<file path="config.mk">
export PLATFORM = sky130hd
export DESIGN_NAME = irq_hub
export DESIGN_NICKNAME = d
export VERILOG_FILES = /design/src/rtl/irq_hub_pkg.sv /design/src/rtl/irq_hub_prio.sv /design/src/rtl/irq_hub_req.sv /design/src/rtl/irq_hub_regs.sv /design/src/rtl/irq_hub.sv
export SDC_FILE = /design/constraint.sdc
export NUM_CORES = 1
export LEC_CHECK = 0
export BUFFER_PORTS_ARGS = -buffer_cell sky130_fd_sc_hd__buf_2
export CAP_MARGIN = 20
export CORE_UTILIZATION = 25
export DETAILED_ROUTE_END_ITERATION = 10
export MAX_ROUTING_LAYER = met4
export SLEW_MARGIN = 20
export SYNTH_ARGS = -nofsm -noshare
export SYNTH_HDL_FRONTEND = slang
export SYNTH_SLANG_ARGS = --single-unit
export TNS_END_PERCENT = 1
</file>
<file path="constraint.sdc">
create_clock -name clk -period 3.4 [get_ports clk]
set_input_delay 0.17 -clock clk [delete_from_list [all_inputs] [get_ports clk]]
set_output_delay 0.17 -clock clk [all_outputs]
set_load 0.01 [all_outputs]
</file>
<file path="src/rtl/irq_hub_pkg.sv">
`timescale 1ns/1ps
package irq_hub_pkg;
    localparam int DATA_W = 8;

    typedef enum logic [1:0] {
        ST_IDLE  = 2'd0,
        ST_SERVE = 2'd1,
        ST_PASS  = 2'd2,
        ST_SKIP  = 2'd3
    } ack_state_t;

    typedef enum logic [1:0] {
        OP_RDSEL  = 2'b00,
        OP_EOI    = 2'b01,
        OP_TARGET = 2'b10,
        OP_NONE   = 2'b11
    } cmd_op_t;

    typedef enum logic [1:0] {
        TG_MASK = 2'd0,
        TG_BASE = 2'd1,
        TG_CASC = 2'd2,
        TG_RSVD = 2'd3
    } target_t;
endpackage

</file>
<file path="src/rtl/irq_hub_prio.sv">
`timescale 1ns/1ps
module irq_hub_prio #(
    parameter int N = 8,
    parameter int W = 3
) (
    input  logic [N-1:0] bits,
    output logic         any,
    output logic [W-1:0] idx
);
    always_comb begin
        idx = '0;
        for (int i = N - 1; i >= 0; i--) begin
            if (bits[i]) idx = W'(i);
        end
    end

    assign any = |bits;
endmodule

</file>
<file path="src/rtl/irq_hub_req.sv">
`timescale 1ns/1ps
module irq_hub_req #(
    parameter int N = 8
) (
    input  logic         clk,
    input  logic         rst_n,
    input  logic [N-1:0] lines,
    input  logic [N-1:0] clr,
    output logic [N-1:0] pend
);
    logic [N-1:0] prev_q;

    always_ff @(posedge clk) begin
        if (!rst_n) prev_q <= '0;
        else        prev_q <= lines;
    end

    for (genvar g = 0; g < N; g++) begin : g_bit
        always_ff @(posedge clk) begin
            if (!rst_n)                        pend[g] <= 1'b0;
            else if (lines[g] && !prev_q[g])   pend[g] <= 1'b1;
            else if (clr[g])                   pend[g] <= 1'b0;
        end
    end
endmodule

</file>
<file path="src/rtl/irq_hub_regs.sv">
`timescale 1ns/1ps
module irq_hub_regs
    import irq_hub_pkg::*;
#(
    parameter int N  = 8,
    parameter int LW = 3
) (
    input  logic              clk,
    input  logic              rst_n,
    input  logic              wr_en,
    input  logic              a0,
    input  logic [DATA_W-1:0] wdata,
    output logic [N-1:0]      mask,
    output logic [DATA_W-LW-1:0] base,
    output logic [N-1:0]      casc,
    output logic              rdsel_isr,
    output logic              eoi
);
    target_t tgt_q;
    cmd_op_t op;

    assign op  = cmd_op_t'(wdata[7:6]);
    assign eoi = wr_en && !a0 && (op == OP_EOI);

    always_ff @(posedge clk) begin
        if (!rst_n) begin
            mask      <= '0;
            base      <= '0;
            casc      <= '0;
            rdsel_isr <= 1'b0;
            tgt_q     <= TG_MASK;
        end else if (wr_en && !a0) begin
            unique case (op)
                OP_RDSEL:  rdsel_isr <= wdata[0];
                OP_TARGET: tgt_q     <= target_t'(wdata[1:0]);
                OP_EOI, OP_NONE: ;
            endcase
        end else if (wr_en && a0) begin
            unique case (tgt_q)
                TG_MASK: mask <= wdata[N-1:0];
                TG_BASE: base <= wdata[DATA_W-1:LW];
                TG_CASC: casc <= wdata[N-1:0];
                TG_RSVD: ;
            endcase
        end
    end
endmodule

</file>
<file path="src/rtl/irq_hub.sv">
`timescale 1ns/1ps
module irq_hub
    import irq_hub_pkg::*;
#(
    parameter int LVLS = 8
) (
    input  logic                     clk,
    input  logic                     rst_n,
    input  logic                     wr_en,
    input  logic                     rd_en,
    input  logic                     a0,
    input  logic [DATA_W-1:0]        wdata,
    input  logic [LVLS-1:0]          irq_in,
    input  logic                     inta_i,
    input  logic                     role_master,
    input  logic [$clog2(LVLS)-1:0]  cas_i,
    output logic                     int_o,
    output logic [DATA_W-1:0]        dout,
    output logic                     dout_en,
    output logic [$clog2(LVLS)-1:0]  cas_o,
    output logic                     cas_oe
);
    localparam int LW = $clog2(LVLS);
    localparam int BW = DATA_W - LW;

    ack_state_t          state, nxt;
    logic [LVLS-1:0]     irr, isr_q, mask, casc, vis, clr_vec, eoi_vec, set_vec;
    logic [BW-1:0]       base;
    logic [LW-1:0]       win_idx, isr_top, lvl_q;
    logic                win_any, isr_any, rdsel_isr, eoi_pulse;
    logic                eligible, slave_sel, is_casc, first_pulse, commit;

    irq_hub_req #(.N(LVLS)) u_req (
        .clk(clk), .rst_n(rst_n), .lines(irq_in), .clr(clr_vec), .pend(irr)
    );

    irq_hub_regs #(.N(LVLS), .LW(LW)) u_regs (
        .clk(clk), .rst_n(rst_n), .wr_en(wr_en), .a0(a0), .wdata(wdata),
        .mask(mask), .base(base), .casc(casc), .rdsel_isr(rdsel_isr), .eoi(eoi_pulse)
    );

    assign vis = irr & ~mask;

    irq_hub_prio #(.N(LVLS), .W(LW)) u_win (.bits(vis),   .any(win_any), .idx(win_idx));
    irq_hub_prio #(.N(LVLS), .W(LW)) u_top (.bits(isr_q), .any(isr_any), .idx(isr_top));

    // nesting rule: winner must outrank the highest level in service
    assign eligible    = win_any && (!isr_any || (win_idx < isr_top));
    assign int_o       = eligible;
    assign slave_sel   = (cas_i == casc[LW-1:0]);
    assign is_casc     = role_master && casc[win_idx];
    assign first_pulse = (state == ST_IDLE) && inta_i;
    assign commit      = first_pulse && eligible && (role_master || slave_sel);

    assign set_vec = commit ? (LVLS'(1) << win_idx) : '0;
    assign clr_vec = set_vec;
    assign eoi_vec = (eoi_pulse && isr_any) ? (LVLS'(1) << isr_top) : '0;

    // state register
    always_ff @(posedge clk) begin
        if (!rst_n) state <= ST_IDLE;
        else        state <= nxt;
    end

    // next-state logic
    always_comb begin
        nxt = state;
        unique case (state)
            ST_IDLE: begin
                if (inta_i) begin
                    if (!role_master && !slave_sel) nxt = ST_SKIP;
                    else if (eligible && is_casc)   nxt = ST_PASS;
                    else                            nxt = ST_SERVE;
                end
            end
            ST_SERVE, ST_PASS, ST_SKIP: begin
                if (inta_i) nxt = ST_IDLE;
            end
        endcase
    end

    // in-service register and latched level
    always_ff @(posedge clk) begin
        if (!rst_n) begin
            isr_q <= '0;
            lvl_q <= '0;
        end else begin
            isr_q <= (isr_q & ~eoi_vec) | set_vec;
            if (first_pulse) lvl_q <= eligible ? win_idx : LW'(LVLS - 1);
        end
    end

    // cascade outputs
    assign cas_oe = role_master;
    assign cas_o  = !role_master      ? '0 :
                    (state == ST_PASS) ? lvl_q : win_idx;

    // data outputs
    always_ff @(posedge clk) begin
        if (!rst_n) begin
            dout    <= '0;
            dout_en <= 1'b0;
        end else if (state == ST_SERVE && inta_i) begin
            dout    <= {base, lvl_q};
            dout_en <= 1'b1;
        end else if (rd_en) begin
            dout    <= a0 ? DATA_W'(mask) : (rdsel_isr ? DATA_W'(isr_q) : DATA_W'(irr));
            dout_en <= 1'b1;
        end else begin
            dout_en <= 1'b0;
        end
    end
endmodule

</file>
==> flow_metrics.py, run 1 <==
metrics = {
    "run_status": {
        "status": "finished, final reports clean",
    },
    "yosys": {
        "ys_seq_area_share_pct": 40.10,
        "syn_inst": 346,
        "syn_area_um2": 3095,
        "synth_edf_count": 0,
        "syn_nets": 374,
        "synthArstFlopShare_pct": 0,
        "synthDistinctLibCells": 48,
        "synth-seq-cells": 62,
        "syn_area_per_cell_um2": 8.946,
        "yosys_warnings": 0,
        "synthFlopType": "dfxtp_1",
    },
    "drt": {
        "antenna_left": 0,
        "drc_errors": 0,
        "viasPerCell": 4.757,
        "first_iter_violations": 185,
        "wl_per_cell_um": 14.86,
        "vias": 2645,
        "drt_wl_total_um": 8264,
        "drt_pass1_iterations": 4,
    },
    "finish": {
        "fin_cells": 556,
        "num-fill-cells": 1303,
        "area_growth_pct": 20.21,
        "final_nets": 413,
        "layout-drive-gt1-share_pct": 16.24,
        "antenna_cells": 0,
        "final_util_pct": 30.85,
        "mostFrequentLayoutCells": "dfxtp_1, nand2_1, buf_2",
        "final_common_cell": "dfxtp_1",
    },
    "sta": {
        "drv_slew": 0,
        "tns_ns": 0,
        "skew_ns": 0.005820,
        "rsz0062_at_grt": "no",
        "fmax_mhz": 323.1,
        "max_slew.worst_pin.slew_ns": 0.9404,
        "fin_crit_ns": 3.095,
        "fin_crit_sh_pct": 91.04,
        "hold_violations": 0,
        "hold_slack_ns": 0.06340,
        "setup_violations": 0,
        "slew_headroom_pct": 37.31,
    },
    "pwr": {
        "p_leak_nw": 1.531,
        "power_density_nw_per_um2": 513.5,
        "ir_worst_vdd_mv": 0.2293,
        "p_clk_share_pct": 41.5,
        "pwr-share-seq_pct": 41.9,
        "power_frac_comb_pct": 16.6,
        "p_int_mw": 1.384,
        "p_sw_share_pct": 27.59,
        "power.switching_uw": 527.3,
    },
    "floorplanning": {
        "dieArea_um2": 12830,
        "ioPinCount": 40,
        "core_area_um2": 12060,
        "start_util_pct": 25.66,
        "dieHeight_um": 113.3,
        "die_w_um": 113.3,
        "num_rows": 40,
    },
    "cts": {
        "ctsHoldBuffers": 0,
        "clockBufferDepth": 2,
        "cts_buffers": 9,
        "clock-sinks": 62,
        "post-cts-setup-buffers": 0,
        "clk_pin_slew_ns": 0.05,
        "clk_latency_ns": 0.33,
        "cts_root_buf": "clkbuf_16",
        "htree_levels": 3,
        "cts_tree": "built",
        "post_cts_resized": 0,
    },
    "global_route": {
        "grt_util_all_layers_pct": 14.05,
        "grt_max_degree": 64,
        "antenna_found_initial": 0,
        "grt_pass1_vias": 2559,
        "grt_pass1_wl_um": 13450,
        "grt-ovfl-total": 0,
    },
    "placed_design": {
        "portBuffers": 39,
        "place_inst": 542,
        "hpwl_um": 6250,
        "gp_congestion": 0.9028,
    },
    "worst_setup_path": {
        "critPathMostFrequentCell": "a21oi_1",
        "slowest_delay_ns": 0.34,
        "endpoint_kind": "primary output",
        "cp_data_arrival_time_ns": 2.93,
        "cp-start-kind": "flip-flop",
        "crit_type": "reg2out",
        "required_ns": 3.23,
        "path_max_fanout": 7,
        "cp_slowest_cell": "dfxtp_1",
        "worst_r2r_path_depth": 10,
        "path_cells": "nor2b_1 > a221oi_1 > o21ai_2 > inv_1 > ha_1 > a21oi_1 > o211a_1 > a21oi_1 > a21oi_1 > buf_2",
    },
    "worst_hold_path": {
        "min_path_type": "in2reg",
        "hold_depth": 2,
    },
    "run": {
        "maxCapViolations": 0,
    },
}
-- state kept, by name (all words and copies together), names as in the netlist, 2 cells and up --
register and count:
dout 8, isr_q 8, lvl_q 3, state 2, u_regs.base 5, u_regs.casc 8
u_regs.mask 8, u_regs.tgt_q 2, u_req.pend 8, u_req.prev_q 8
-- routing by layer --
layer | GRT usage [%] | share of wire [%]
met2 | 21.06 | 46
met1 | 18.34 | 47
met4 | 6.579 | 2.0
met5 | - | 0
met3 | 2.410 | 4.1
-- cell families (layout without fill, tap and decap cells) --
| logic type | Yosys count | after routing | share of synthesized area (%) |
|---|---|---|---|
| AOI/OAI and AO/OA | 92 | 92 | 21.67 |
| adders and majority gates | 2 | 2 | 0.8083 |
| and+or+nand+nor | 125 | 125 | 22.03 |
| buffers and inverters | 28 | 70 | 3.557 |
| muxes | 34 | 34 | 10.99 |
| DFF | 62 | 62 | 40.10 |
| xor gates and xnor gates | 3 | 3 | 0.8490 |
-- cell usage after synthesis, drive strengths merged (2+ instances only) --
| library cell | instances | share of area [%] |
|---|---|---|
| a32o | 2 | 0.65 |
| o21ai | 27 | 4.5 |
| a211oi | 6 | 1.5 |
| or4 | 2 | 0.73 |
| o31ai | 5 | 1.2 |
| and2 | 14 | 2.8 |
| ha | 2 | 0.81 |
| nor2b | 24 | 4.9 |
| a31oi | 4 | 0.81 |
| nand4b | 2 | 0.57 |
| nand3 | 3 | 0.48 |
| a21boi | 18 | 4.4 |
| nor4bb | 2 | 0.65 |
| nor2 | 10 | 1.2 |
| clkbuf | 12 | 1.5 |
| nor4 | 2 | 0.40 |
| o22ai | 2 | 0.85 |
| nand2b | 13 | 2.6 |
| a21oi | 6 | 0.97 |
| o211a | 10 | 3.2 |
| dfxtp | 62 | 40 |
| nand3b | 2 | 0.48 |
| xnor2 | 3 | 0.85 |
| buf | 2 | 0.40 |
| or3 | 3 | 0.61 |
| nor3 | 2 | 0.48 |
| inv | 14 | 1.7 |
| a21o | 2 | 0.48 |
| a221oi | 3 | 1.1 |
| nand2 | 43 | 5.2 |
| o21a | 2 | 0.48 |
| mux2i | 34 | 11 |
-- path summary, 6_finish.rpt --
kind / from / end / slack [ns]
setup / recovery: u_req.pend[4] / int_o / 0.30
hold / removal: irq_in[7] / u_req.prev_q[7] / 0.06
setup reg to reg: u_req.pend[4] / u_req.pend[6] / 0.46
hold reg to reg: u_regs.casc[4] / u_regs.casc[4] / 0.47
-- stage by stage --
| stage | area (um^2) | total power, mW | setup slack (ns) |
|---|---|---|---|
| floorplan | 3095 | 1.026 | 0.8165 |
| global placement | 3466 | 1.130 | 0.5591 |
| detailed placement | 3466 | 1.132 | 0.4986 |
| CTS | 3721 | 1.926 | 0.3170 |
| global route | 3721 | 1.997 | 0.1160 |
| finish | 3721 | 1.911 | 0.3046 |
-- critical path: cells and delay by family (launching register included) --
kind	cells	cell delay, ns
buffers and inverters	2	0.43
flip-flops	1	0.34
adder cells (fa/ha/maj)	1	0.26
AND/OR/NAND/NOR	1	0.30
AO/OA/AOI/OAI	6	1.29
-- layout make-up --
| class | count | area, um^2 | area share, % |
|---|---|---|---|
| clock buffers | 10 | 229.0 | 6.153 |
| flip-flops and latches | 62 | 1241 | 33.36 |
| clock inverters | 4 | 26.28 | 0.7061 |
| inverters | 14 | 52.55 | 1.412 |
| multi-input cells | 256 | 1744 | 46.87 |
| repair buffers | 42 | 217.7 | 5.851 |
| well taps | 168 | 210.2 | 5.649 |
-- power groups by stage --
stage,logic [mW],clock network [mW],registers [mW]
2_1_floorplan,0.218,0,0.809
3_3_place_gp,0.314,0,0.815
3_5_place_dp,0.316,0,0.816
4_1_cts,0.318,0.807,0.801
5_1_grt,0.351,0.840,0.806
6_report,0.317,0.793,0.801
No activity file was read; power rests on OpenSTA's default activity.
==> run 2, diff against run 1 <==
==> constraint.sdc (replaced) <==
create_clock -name clk -period 3.4 [get_ports clk]
set_input_delay 0.17 -clock clk [delete_from_list [all_inputs] [get_ports clk]]
set_output_delay 0.17 -clock clk [all_outputs]
set_load 0.005 [all_outputs]
==> flow_metrics.py, run 2 (same netlist as run 1, synthesis figures left out) <==
metrics = {
    "drt": {
        "wl_per_cell_um": 14.34,
        "vias": 2582,
        "drt_pass1_iterations": 4,
        "first_iter_violations": 161,
        "antenna_left": 0,
        "viasPerCell": 4.602,
        "drc_errors": 0,
        "drt_wl_total_um": 8047,
    },
    "pwr": {
        "p_leak_nw": 1.588,
        "p_clk_share_pct": 47.4,
        "total_power_mw": 2.134,
        "pwr-share-seq_pct": 37.6,
        "ir_worst_vdd_mv": 0.2471,
        "power_density_nw_per_um2": 557.7,
        "power.switching_uw": 526.4,
        "p_int_mw": 1.608,
        "p_sw_share_pct": 24.66,
        "power_frac_comb_pct": 15.0,
    },
    "cts": {
        "clk_pin_slew_ns": 0.05,
        "clockBufferDepth": 2,
        "cts_buffers": 9,
        "cts_tree": "built",
        "ctsHoldBuffers": 0,
        "clk_latency_ns": 0.33,
        "cts_root_buf": "clkbuf_16",
        "htree_levels": 3,
        "clock-sinks": 62,
    },
    "finish": {
        "layout-drive-gt1-share_pct": 17.56,
        "num-fill-cells": 1278,
        "multi_input_area_um2": 1748,
        "final_common_cell": "dfxtp_1",
        "antenna_cells": 0,
        "regArea_um2": 1241,
        "mostFrequentLayoutCells": "dfxtp_1, nand2_1, buf_2",
        "final_nets": 416,
        "fin_cells": 561,
        "area_growth_pct": 23.65,
    },
    "floorplanning": {
        "core_area_um2": 12060,
        "dieArea_um2": 12830,
        "dieHeight_um": 113.3,
        "start_util_pct": 25.66,
        "die_w_um": 113.3,
        "num_rows": 40,
        "ioPinCount": 40,
    },
    "worst_setup_path": {
        "path_cells": "nand2b_1 > a221oi_1 > o21ai_2 > inv_1 > ha_1 > o21a_1 > o22ai_4 > a21oi_1 > a21oi_1 > buf_2",
        "rr_startpoint": "u_req.pend[6]",
        "startpoint": "u_req.pend[6]",
        "path_max_fanout": 7,
        "cp-start-kind": "flip-flop",
        "critPathMostFrequentCell": "a21oi_1",
        "cp_data_arrival_time_ns": 2.93,
        "cp_slowest_cell": "dfxtp_1",
        "endpoint_kind": "primary output",
        "required_ns": 3.23,
        "crit_type": "reg2out",
        "slowest_delay_ns": 0.41,
    },
    "sta": {
        "setup_violations": 0,
        "max_slew.worst_pin.slew_ns": 0.9620,
        "slew_headroom_pct": 35.87,
        "tns_ns": 0,
        "fmax_mhz": 322.3,
        "hold_violations": 0,
        "fin_crit_ns": 3.103,
        "fin_crit_sh_pct": 91.27,
        "drv_slew": 0,
        "worst_slack_ns": 0.2969,
        "rsz0062_at_grt": "no",
        "skew_ns": 0.006609,
    },
    "global_route": {
        "antenna_found_initial": 0,
        "grt_util_all_layers_pct": 13.75,
        "grt-ovfl-total": 0,
        "grt_max_degree": 64,
        "grt_pass1_vias": 2478,
        "grt_pass1_wl_um": 13080,
    },
    "placed_design": {
        "dp_slack_ns": 0.3470,
        "hpwl_um": 6115,
        "place_inst": 542,
        "gp_congestion": 0.8875,
        "portBuffers": 39,
    },
    "worst_hold_path": {
        "hp-start": "irq_in[1]",
        "min_path_type": "in2reg",
    },
    "run": {
        "maxCapViolations": 0,
    },
    "run_status": {
        "status": "finished, final reports clean",
    },
}
run 2: through the flow:
step	hold slack [ns]	instance area [um^2]	utilization (%)
2_1_floorplan	0.2917	3095	-
3_3_place_gp	0.3921	3466	28.73
3_5_place_dp	0.3962	3466	28.73
4_1_cts	0.05071	3801	31.51
5_1_grt	0.06426	3827	31.73
6_report	0.06097	3827	31.73
run 2: final timing paths:
path / slack [ns] / cells after the start / end
max: 0.30 / 10 / int_o
min: 0.06 / 2 / u_req.prev_q[1]
max reg2reg: 0.45 / 10 / u_req.pend[6]
min reg2reg: 0.47 / 2 / u_regs.casc[6]
run 2: cell type report:
cell class	instances	share of cell area [%]
clock inverter	3	1.700
multi-input combinational	256	45.67
clock buffer	13	7.061
timing repair buffer	45	6.277
inverter	14	1.373
sequential	62	32.43
tap	168	5.492
run 2: power groups by stage:
stage               Clock (mW)  Combinational (mW)  Sequential (mW)
finish                    1.01               0.320            0.802
global route              1.07               0.355            0.806
CTS                       1.03               0.311            0.801
detailed placement           0               0.309            0.817
global placement             0               0.307            0.816
floorplan                    0               0.214            0.805
run 2: metal layers:
layer / wire [um] / GRT usage [%] / vias up
met2: 3644 / 20.82 / 47
met1: 4013 / 17.94 / 1201
met5: 0 / - / -
met4: 137 / 5.702 / 0
met3: 251 / 2.571 / 13
li1: - / - / 1321
run 2: critical path: cells and delay by family, from the launching register on:
kind                     cells  cell delay, ns
AND/OR/NAND/NOR              1            0.10
buffers and inverters        2            0.45
AO/OA/AOI/OAI                6            1.34
flip-flops                   1            0.41
adder cells (fa/ha/maj)      1            0.29
run 2: timing repair:
item                                    CTS  global route
endpoints found under the setup margin    0             1
gates resized for setup                   0             1
buffers inserted                          0             3
hold endpoints to repair                  0             0
